--- src/rtl/tlo_pkg.sv ---
package tlo_pkg;

  typedef enum logic [2:0] {
    OP_NOP   = 3'd0,
    OP_ADD   = 3'd1,
    OP_ADDI  = 3'd2,
    OP_STORE = 3'd3,
    OP_GLTU  = 3'd4,
    OP_GNE   = 3'd5
  } op_e;

  typedef enum logic [2:0] {
    ST_IDLE,
    ST_LIVEIN,
    ST_FETCH,
    ST_EXEC,
    ST_DRAIN,
    ST_SQUASH,
    ST_LIVEOUT,
    ST_DONE
  } state_e;

endpackage

--- src/rtl/tlo_cfg_ram.sv ---
// Simple dual-port configuration store: synchronous write, registered read.
module tlo_cfg_ram #(
  parameter int AW = 6,
  parameter int W  = 21
) (
  input  logic          clk,
  input  logic          we,
  input  logic [AW-1:0] waddr,
  input  logic [W-1:0]  wdata,
  input  logic [AW-1:0] raddr,
  output logic [W-1:0]  rdata
);
  localparam int DEPTH = 1 << AW;

  logic [W-1:0] mem [DEPTH];

  always_ff @(posedge clk) begin
    if (we) mem[waddr] <= wdata;
    rdata <= mem[raddr];
  end

endmodule

--- src/rtl/tlo_regfile.sv ---
// Working registers plus a shadow copy taken at every iteration commit.
module tlo_regfile #(
  parameter int DW    = 16,
  parameter int NREGS = 8,
  parameter int RAW   = $clog2(NREGS)
) (
  input  logic           clk,
  input  logic           rst,
  input  logic           clear,
  input  logic           ld_en,
  input  logic [RAW-1:0] ld_addr,
  input  logic [DW-1:0]  ld_data,
  input  logic           wr_en,
  input  logic [RAW-1:0] wr_addr,
  input  logic [DW-1:0]  wr_data,
  input  logic           commit,
  input  logic           restore,
  input  logic [RAW-1:0] ra_addr,
  input  logic [RAW-1:0] rb_addr,
  output logic [DW-1:0]  ra_data,
  output logic [DW-1:0]  rb_data
);
  logic [DW-1:0] work_v [NREGS];

  for (genvar g = 0; g < NREGS; g++) begin : g_reg
    localparam logic [RAW-1:0] IDX = RAW'(g);
    logic [DW-1:0] w_q;
    logic [DW-1:0] c_q;

    always_ff @(posedge clk) begin
      if (rst || clear) begin
        w_q <= '0;
        c_q <= '0;
      end else if (restore) begin
        w_q <= c_q;
      end else begin
        if (ld_en && ld_addr == IDX) begin
          w_q <= ld_data;
          c_q <= ld_data;
        end
        if (wr_en && wr_addr == IDX) w_q <= wr_data;
        if (commit) c_q <= w_q;
      end
    end

    assign work_v[g] = w_q;
  end

  assign ra_data = work_v[ra_addr];
  assign rb_data = work_v[rb_addr];

endmodule

--- src/rtl/tlo_store_buf.sv ---
// Linear store buffer: filled during an iteration, drained or cleared at its end.
module tlo_store_buf #(
  parameter int DW    = 16,
  parameter int DEPTH = 4
) (
  input  logic          clk,
  input  logic          rst,
  input  logic          clear,
  input  logic          push,
  input  logic [DW-1:0] push_addr,
  input  logic [DW-1:0] push_data,
  input  logic          pop,
  output logic          full,
  output logic          empty,
  output logic [DW-1:0] head_addr,
  output logic [DW-1:0] head_data
);
  localparam int CNTW = $clog2(DEPTH + 1);
  localparam int IW   = (DEPTH > 1) ? $clog2(DEPTH) : 1;
  localparam logic [CNTW-1:0] FULLV = CNTW'(DEPTH);

  logic [2*DW-1:0] ent [DEPTH];
  logic [CNTW-1:0] wr_cnt;
  logic [CNTW-1:0] rd_ptr;

  assign full  = (wr_cnt == FULLV);
  assign empty = (rd_ptr == wr_cnt);
  assign {head_addr, head_data} = ent[rd_ptr[IW-1:0]];

  always_ff @(posedge clk) begin
    if (push && !full) ent[wr_cnt[IW-1:0]] <= {push_addr, push_data};
  end

  always_ff @(posedge clk) begin
    if (rst || clear) begin
      wr_cnt <= '0;
      rd_ptr <= '0;
    end else begin
      if (push && !full) wr_cnt <= wr_cnt + 1'b1;
      if (pop && !empty) rd_ptr <= rd_ptr + 1'b1;
    end
  end

endmodule

--- src/rtl/tlo_exec.sv ---
// Bundle decode and evaluation; purely combinational.
module tlo_exec #(
  parameter int DW   = 16,
  parameter int RAW  = 3,
  parameter int IMMW = 8,
  parameter int CW   = 4 + 3 * RAW + IMMW
) (
  input  logic [CW-1:0]  word,
  input  logic [DW-1:0]  a_val,
  input  logic [DW-1:0]  b_val,
  output logic [RAW-1:0] ra,
  output logic [RAW-1:0] rb,
  output logic [RAW-1:0] rd,
  output logic           last,
  output logic           wr_en,
  output logic [DW-1:0]  wr_data,
  output logic           push,
  output logic           guard_fail
);
  import tlo_pkg::*;

  op_e           op;
  logic [DW-1:0] imm_ext;

  assign op      = op_e'(word[CW-1 -: 3]);
  assign last    = word[CW-4];
  assign rd      = word[CW-5 -: RAW];
  assign ra      = word[CW-5-RAW -: RAW];
  assign rb      = word[CW-5-2*RAW -: RAW];
  assign imm_ext = DW'(word[IMMW-1:0]);

  always_comb begin
    wr_en      = 1'b0;
    wr_data    = a_val + b_val;
    push       = 1'b0;
    guard_fail = 1'b0;
    case (op)
      OP_ADD:   wr_en = 1'b1;
      OP_ADDI: begin
        wr_en   = 1'b1;
        wr_data = a_val + imm_ext;
      end
      OP_STORE: push = 1'b1;
      OP_GLTU:  guard_fail = !(a_val < b_val);
      OP_GNE:   guard_fail = (a_val == b_val);
      default: ;
    endcase
  end

endmodule

--- src/rtl/trace_offload_ctrl.sv ---
module trace_offload_ctrl #(
  parameter int DW       = 16,
  parameter int NREGS    = 8,
  parameter int TRACES   = 4,
  parameter int SLOTS    = 16,
  parameter int SB_DEPTH = 4,
  parameter int IMMW     = 8,
  parameter int ITW      = 16,
  localparam int RAW = $clog2(NREGS),
  localparam int TIW = $clog2(TRACES),
  localparam int SW  = $clog2(SLOTS),
  localparam int CAW = TIW + SW,
  localparam int CW  = 4 + 3 * RAW + IMMW
) (
  input  logic           clk,
  input  logic           rst,
  input  logic           cfg_we,
  input  logic [CAW-1:0] cfg_addr,
  input  logic [CW-1:0]  cfg_wdata,
  input  logic           start,
  input  logic [TIW-1:0] start_trace,
  input  logic           xin_valid,
  input  logic           xin_last,
  input  logic [RAW-1:0] xin_addr,
  input  logic [DW-1:0]  xin_data,
  output logic           xout_valid,
  output logic [RAW-1:0] xout_addr,
  output logic [DW-1:0]  xout_data,
  output logic           mem_valid,
  input  logic           mem_ready,
  output logic [DW-1:0]  mem_addr,
  output logic [DW-1:0]  mem_data,
  output logic           done,
  output logic [SW-1:0]  done_slot,
  output logic [ITW-1:0] done_iters
);
  import tlo_pkg::*;

  localparam logic [SW-1:0]  SLOT_MAX = SW'(SLOTS - 1);
  localparam logic [RAW-1:0] LO_MAX   = RAW'(NREGS - 1);

  state_e         st;
  logic [TIW-1:0] trace_q;
  logic [SW-1:0]  slot_q;
  logic [SW-1:0]  exit_q;
  logic [RAW-1:0] lo_idx;
  logic [ITW-1:0] iters_q;

  logic [CW-1:0]  cfg_rdata;
  logic [RAW-1:0] ex_ra, ex_rb, ex_rd, rf_ra_addr;
  logic           ex_last, ex_wr_en, ex_push, ex_gfail;
  logic [DW-1:0]  ex_wr_data, rf_a, rf_b;
  logic           sb_full, sb_empty;

  logic in_exec, side_exit, ends_iter, commit, squash, drain_go;

  assign in_exec    = (st == ST_EXEC);
  assign side_exit  = in_exec && (ex_gfail || (ex_push && sb_full));
  assign ends_iter  = ex_last || (slot_q == SLOT_MAX);
  assign commit     = (st == ST_DRAIN) && sb_empty;
  assign squash     = (st == ST_SQUASH);
  assign drain_go   = (st == ST_DRAIN) && !sb_empty;
  assign rf_ra_addr = (st == ST_LIVEOUT) ? lo_idx : ex_ra;
  assign mem_valid  = drain_go;

  tlo_cfg_ram #(.AW(CAW), .W(CW)) u_cfg (
    .clk   (clk),
    .we    (cfg_we),
    .waddr (cfg_addr),
    .wdata (cfg_wdata),
    .raddr ({trace_q, slot_q}),
    .rdata (cfg_rdata)
  );

  tlo_exec #(.DW(DW), .RAW(RAW), .IMMW(IMMW), .CW(CW)) u_exec (
    .word       (cfg_rdata),
    .a_val      (rf_a),
    .b_val      (rf_b),
    .ra         (ex_ra),
    .rb         (ex_rb),
    .rd         (ex_rd),
    .last       (ex_last),
    .wr_en      (ex_wr_en),
    .wr_data    (ex_wr_data),
    .push       (ex_push),
    .guard_fail (ex_gfail)
  );

  tlo_regfile #(.DW(DW), .NREGS(NREGS), .RAW(RAW)) u_rf (
    .clk     (clk),
    .rst     (rst),
    .clear   ((st == ST_IDLE) && start),
    .ld_en   ((st == ST_LIVEIN) && xin_valid),
    .ld_addr (xin_addr),
    .ld_data (xin_data),
    .wr_en   (in_exec && !side_exit && ex_wr_en),
    .wr_addr (ex_rd),
    .wr_data (ex_wr_data),
    .commit  (commit),
    .restore (squash),
    .ra_addr (rf_ra_addr),
    .rb_addr (ex_rb),
    .ra_data (rf_a),
    .rb_data (rf_b)
  );

  tlo_store_buf #(.DW(DW), .DEPTH(SB_DEPTH)) u_sb (
    .clk       (clk),
    .rst       (rst),
    .clear     (squash || commit),
    .push      (in_exec && !side_exit && ex_push),
    .push_addr (rf_a),
    .push_data (rf_b),
    .pop       (drain_go && mem_ready),
    .full      (sb_full),
    .empty     (sb_empty),
    .head_addr (mem_addr),
    .head_data (mem_data)
  );

  always_ff @(posedge clk) begin
    if (rst) begin
      st         <= ST_IDLE;
      trace_q    <= '0;
      slot_q     <= '0;
      exit_q     <= '0;
      lo_idx     <= '0;
      iters_q    <= '0;
      xout_valid <= 1'b0;
      xout_addr  <= '0;
      xout_data  <= '0;
      done       <= 1'b0;
      done_slot  <= '0;
      done_iters <= '0;
    end else begin
      done       <= 1'b0;
      xout_valid <= 1'b0;
      case (st)
        ST_IDLE: if (start) begin
          trace_q <= start_trace;
          iters_q <= '0;
          slot_q  <= '0;
          st      <= ST_LIVEIN;
        end
        ST_LIVEIN: if (xin_valid && xin_last) begin
          slot_q <= '0;
          st     <= ST_FETCH;
        end
        ST_FETCH: st <= ST_EXEC;
        ST_EXEC: begin
          if (side_exit) begin
            exit_q <= slot_q;
            st     <= ST_SQUASH;
          end else if (ends_iter) begin
            st <= ST_DRAIN;
          end else begin
            slot_q <= slot_q + 1'b1;
            st     <= ST_FETCH;
          end
        end
        ST_DRAIN: if (sb_empty) begin
          iters_q <= iters_q + 1'b1;
          slot_q  <= '0;
          st      <= ST_FETCH;
        end
        ST_SQUASH: begin
          lo_idx <= '0;
          st     <= ST_LIVEOUT;
        end
        ST_LIVEOUT: begin
          xout_valid <= 1'b1;
          xout_addr  <= lo_idx;
          xout_data  <= rf_a;
          if (lo_idx == LO_MAX) st <= ST_DONE;
          else lo_idx <= lo_idx + 1'b1;
        end
        ST_DONE: begin
          done       <= 1'b1;
          done_slot  <= exit_q;
          done_iters <= iters_q;
          st         <= ST_IDLE;
        end
        default: st <= ST_IDLE;
      endcase
    end
  end

endmodule

--- config.mk ---
export PLATFORM = sky130hd
export DESIGN_NAME = trace_offload_ctrl
export DESIGN_NICKNAME = d
export VERILOG_FILES = /design/src/rtl/tlo_pkg.sv /design/src/rtl/tlo_cfg_ram.sv /design/src/rtl/tlo_regfile.sv /design/src/rtl/tlo_store_buf.sv /design/src/rtl/tlo_exec.sv /design/src/rtl/trace_offload_ctrl.sv
export SDC_FILE = /design/constraint.sdc
export NUM_CORES = 2
export LEC_CHECK = 0
export BUFFER_PORTS_ARGS = -buffer_cell sky130_fd_sc_hd__buf_2
export CAP_MARGIN = 10
export CORE_MARGIN = 2
export CORE_UTILIZATION = 60
export DETAILED_ROUTE_END_ITERATION = 10
export PLACE_DENSITY_LB_ADDON = 0.2
export SKIP_CTS_REPAIR_TIMING = 1
export SYNTH_ARGS = -nofsm -noshare
export SYNTH_HDL_FRONTEND = slang
export SYNTH_SLANG_ARGS = --single-unit
--- constraint.sdc ---
create_clock -name clk -period 9.25 [get_ports clk]
set_clock_uncertainty 0.1 [all_clocks]
set_input_delay 1.85 -clock clk [delete_from_list [all_inputs] [get_ports clk]]
set_output_delay 1.85 -clock clk [all_outputs]
set_load 0.005 [all_outputs]
==> flow_metrics.env <==
export IMPL_core_um2=124000
export IMPL_finalWeightedCongestion=0.949
export IMPL_grt_pass1_vias=43500
export IMPL_period_needed_ps=6400
export IMPL_wirelength_um=205000
export IMPL_hold_start="iters_q[15]"
export IMPL_critPathMaxFanout=26
export IMPL_finalHoldViolations=0
export IMPL_yosysWarnings=0
export IMPL_arrival_ps=6940
export IMPL_synthesis_area_um2=75000
export IMPL_clk_latency_ps=830
export IMPL_ios=129
export IMPL_synth_top_area_cell="edfxtp_1"
export IMPL_finalMaxSlewViolations=0
export IMPL_drt_iter0_markers=5773
export IMPL_start_util_pct=60.6
export IMPL_power_density_nw_per_um2=208
export IMPL_synth_area_leaders="edfxtp_1, mux4_2, dfxtp_1"
export IMPL_grt_pass1_wl_um=297000
export IMPL_grt_max_degree=118
export IMPL_synth_distinct_cells=76
export IMPL_cts_clk_slew_worst_paths_ps=70
export IMPL_hold_slack_ps=355
export IMPL_gr_total_overflow=0
export IMPL_slew_headroom_pct=14.8
export IMPL_die_w_um=357
export IMPL_port_buffer_count=128
export IMPL_end_kind="flop"
export IMPL_antenna_found_initial=25
export IMPL_yosysSeqAreaShare_pct=68.5
export IMPL_r2r_slack_ps=2850
export IMPL_synth_top_area_share_pct=59.0
export IMPL_required_ps=9790
export IMPL_ant_nets=0
export IMPL_fmax_mhz=156
export IMPL_fill_cells=7929
export IMPL_dieArea_um2=128000
export IMPL_cts_root_buf="clkbuf_16"
export IMPL_startpoint_type="flop"
export IMPL_period_share_pct=69.2
export IMPL_ys_ff_latch=1830
export IMPL_grtUsageMet1_pct=42.4
export IMPL_netSwitchingFraction_pct=22.4
export IMPL_via_count=44400
export IMPL_r2r_start="st[2]"
export IMPL_peakVddDrop_mv=0.248
export IMPL_cp_startpoint="st[2]"
export IMPL_r2r_end="u_rf.g_reg[4].w_q[15]"
export IMPL_p_int_mw=13.5
export IMPL_tns_ps=0
export IMPL_dpl_hpwl_um=115000
export IMPL_final_common_cell="edfxtp_1"
export IMPL_first_pass_iters=6
export IMPL_drv_cap=0
export IMPL_r2r_worst_path_cells=14
export IMPL_area_growth_pct=11.9
export IMPL_multi_input_area_um2=22400
export IMPL_cts_buffers=177
export IMPL_syn_nets=4661
export IMPL_p_clk_share_pct=42.4
export IMPL_drt_wirelength_per_cell_um=31.6
export IMPL_synth_area_per_cell_um2=16.4
export IMPL_rsz0062_at_grt="no"
export IMPL_worstHoldPathType="flop to flop"
export IMPL_synth_cells=4565
export IMPL_grt_use_total_pct=32.4
export IMPL_power_leakage_nw=26.6
export IMPL_outcome="complete, no violations"
export IMPL_htree_num_levels=4
export IMPL_use_met2_pct=52.8
export IMPL_tightestPinTransition_ps=1270
export IMPL_power_frac_seq_pct=52.0
export IMPL_top_usage_layer="met2"
export IMPL_final_cell_mix="edfxtp_1, mux4_2, nand2_1"
export IMPL_power_frac_comb_pct=5.6
export IMPL_vias_per_cell=6.85
export IMPL_setup_worst_path_end="u_rf.g_reg[4].w_q[15]"
export IMPL_cts_path_max_buffers=3
export IMPL_synth_edff_count=1472
export IMPL_switchingPower_mw=3.90
export IMPL_async_flop_share_pct=0
export IMPL_layout_drive_gt1_share_pct=24.9
export IMPL_die_height_um=357
export IMPL_tritoncts="yes"
export IMPL_register_area_um2=51400
export IMPL_grt_use_met3_pct=6.63
export IMPL_synthFlopType="edfxtp_1"
export IMPL_crit_type="flop to flop"
export IMPL_rows=129
export IMPL_drc=0
export IMPL_cts_sink_count=1830
export IMPL_final_nets=4792
export IMPL_setup_viol=0
Yosys cell counts, drive strengths merged (5+ instances only):
cell	count
o21bai	5
xnor2	14
nor2b	13
inv	31
nand2b	8
mux4	535
edfxtp	1472
a211o	5
nand2	532
o2111ai	9
a221oi	16
nand3b	8
o22ai	17
a31oi	57
nor2	372
a311o	6
nor3	42
buf	104
or2	8
o31ai	7
nor4	5
or3	6
and3	14
nand4	25
mux2i	36
a211oi	45
ha	40
a21o	8
a21oi	181
and2	16
a311oi	91
xor2	16
o211ai	15
o221a	5
nand3	45
mux2	19
o21ai	83
clkbuf	220
o221ai	33
dfxtp	358
state kept, by name, indices dropped and copies added, names as in the netlist, 16 cells and up, named ones only:
signal / cells
done_iters: 16
u_cfg.mem: 1344
iters_q: 16
u_cfg.rdata: 21
u_rf.g.w_q: 128
u_sb.ent: 128
u_rf.g.c_q: 128
xout_data: 16
per-layer routing:
metal  share of wire (%)  wire length (µm)  vias up
met3                 9.2             18900      561
li1                    -                 -    18400
met4                 4.9              9960       30
met1                  36             74100    22800
met2                  50            102000     2694
met5               0.091               186        -
power by group through the flow:
stage / sequential (mW) / combinational [mW] / clock, mW
final: 9.07 / 0.984 / 7.39
after global routing: 9.08 / 1.04 / 7.77
after CTS: 9.07 / 0.965 / 7.47
after detailed placement: 9.24 / 0.960 / 0
after global placement: 9.24 / 0.938 / 0
after floorplan: 9.19 / 0.634 / 0
per-stage QoR:
stage	total power, mW	cells	cell area [µm²]	util, %	setup slack [ps]
after floorplan	9.82	4565	75000	-	4520
after global placement	10.2	6148	77800	62.8	3120
after detailed placement	10.2	6148	77800	62.8	2920
after CTS	17.5	6476	83700	67.6	2930
after global routing	17.9	6487	83900	67.7	2500
final	17.4	6489	83900	67.7	2850
area by class of cell:
| class | count | share of cell area [%] |
|---|---|---|
| Multi-Input combinational cell | 2380 | 26.8 |
| Inverter | 31 | 0.139 |
| Tap cell | 1637 | 2.44 |
| Sequential cell | 1830 | 61.3 |
| Antenna cell | 7 | 0.0209 |
| Clock buffer | 218 | 5.57 |
| Clock inverter | 110 | 1.54 |
| Timing Repair Buffer | 276 | 2.25 |
logic make-up (layout without fill, tap and decap cells):
logic type | count (synthesis) | after routing | share of synthesized area, %
AND/OR/NAND/NOR | 1116 | 1116 | 6.28
adder cells (fa/ha/maj) | 41 | 41 | 0.694
flip-flops | 1830 | 1830 | 68.5
buffers and inverters | 355 | 635 | 1.92
XOR/XNOR | 30 | 30 | 0.350
multiplexers | 590 | 590 | 16.8
other | 0 | 7 | 0
AO/OA/AOI/OAI | 603 | 603 | 5.39
worst min-delay path by stage:
stage          slack [ps]               endpoint  cells after the start
2_1_floorplan         330  u_rf.g_reg[1].w_q[13]                      2
3_3_place_gp          340          done_iters[5]                      2
4_1_cts               360         done_iters[12]                      2
6_report              360         done_iters[15]                      2
3_5_place_dp          350         done_iters[12]                      2
5_1_grt               370         done_iters[12]                      2
critical path: stages, from the launching register on:
cell and delay, ps:
dfxtp_1 840, nand3b_4 480, mux2i_4 890, buf_4 470, mux4_2 560, nand2_1 80, nand2_1 310, ha_1 500
nand2_1 90, nor3_1 180, a21oi_1 200, o41ai_2 1050, nand4_1 200, o2111ai_1 160, a31oi_1 60
Power figures use the tool's default switching activity.
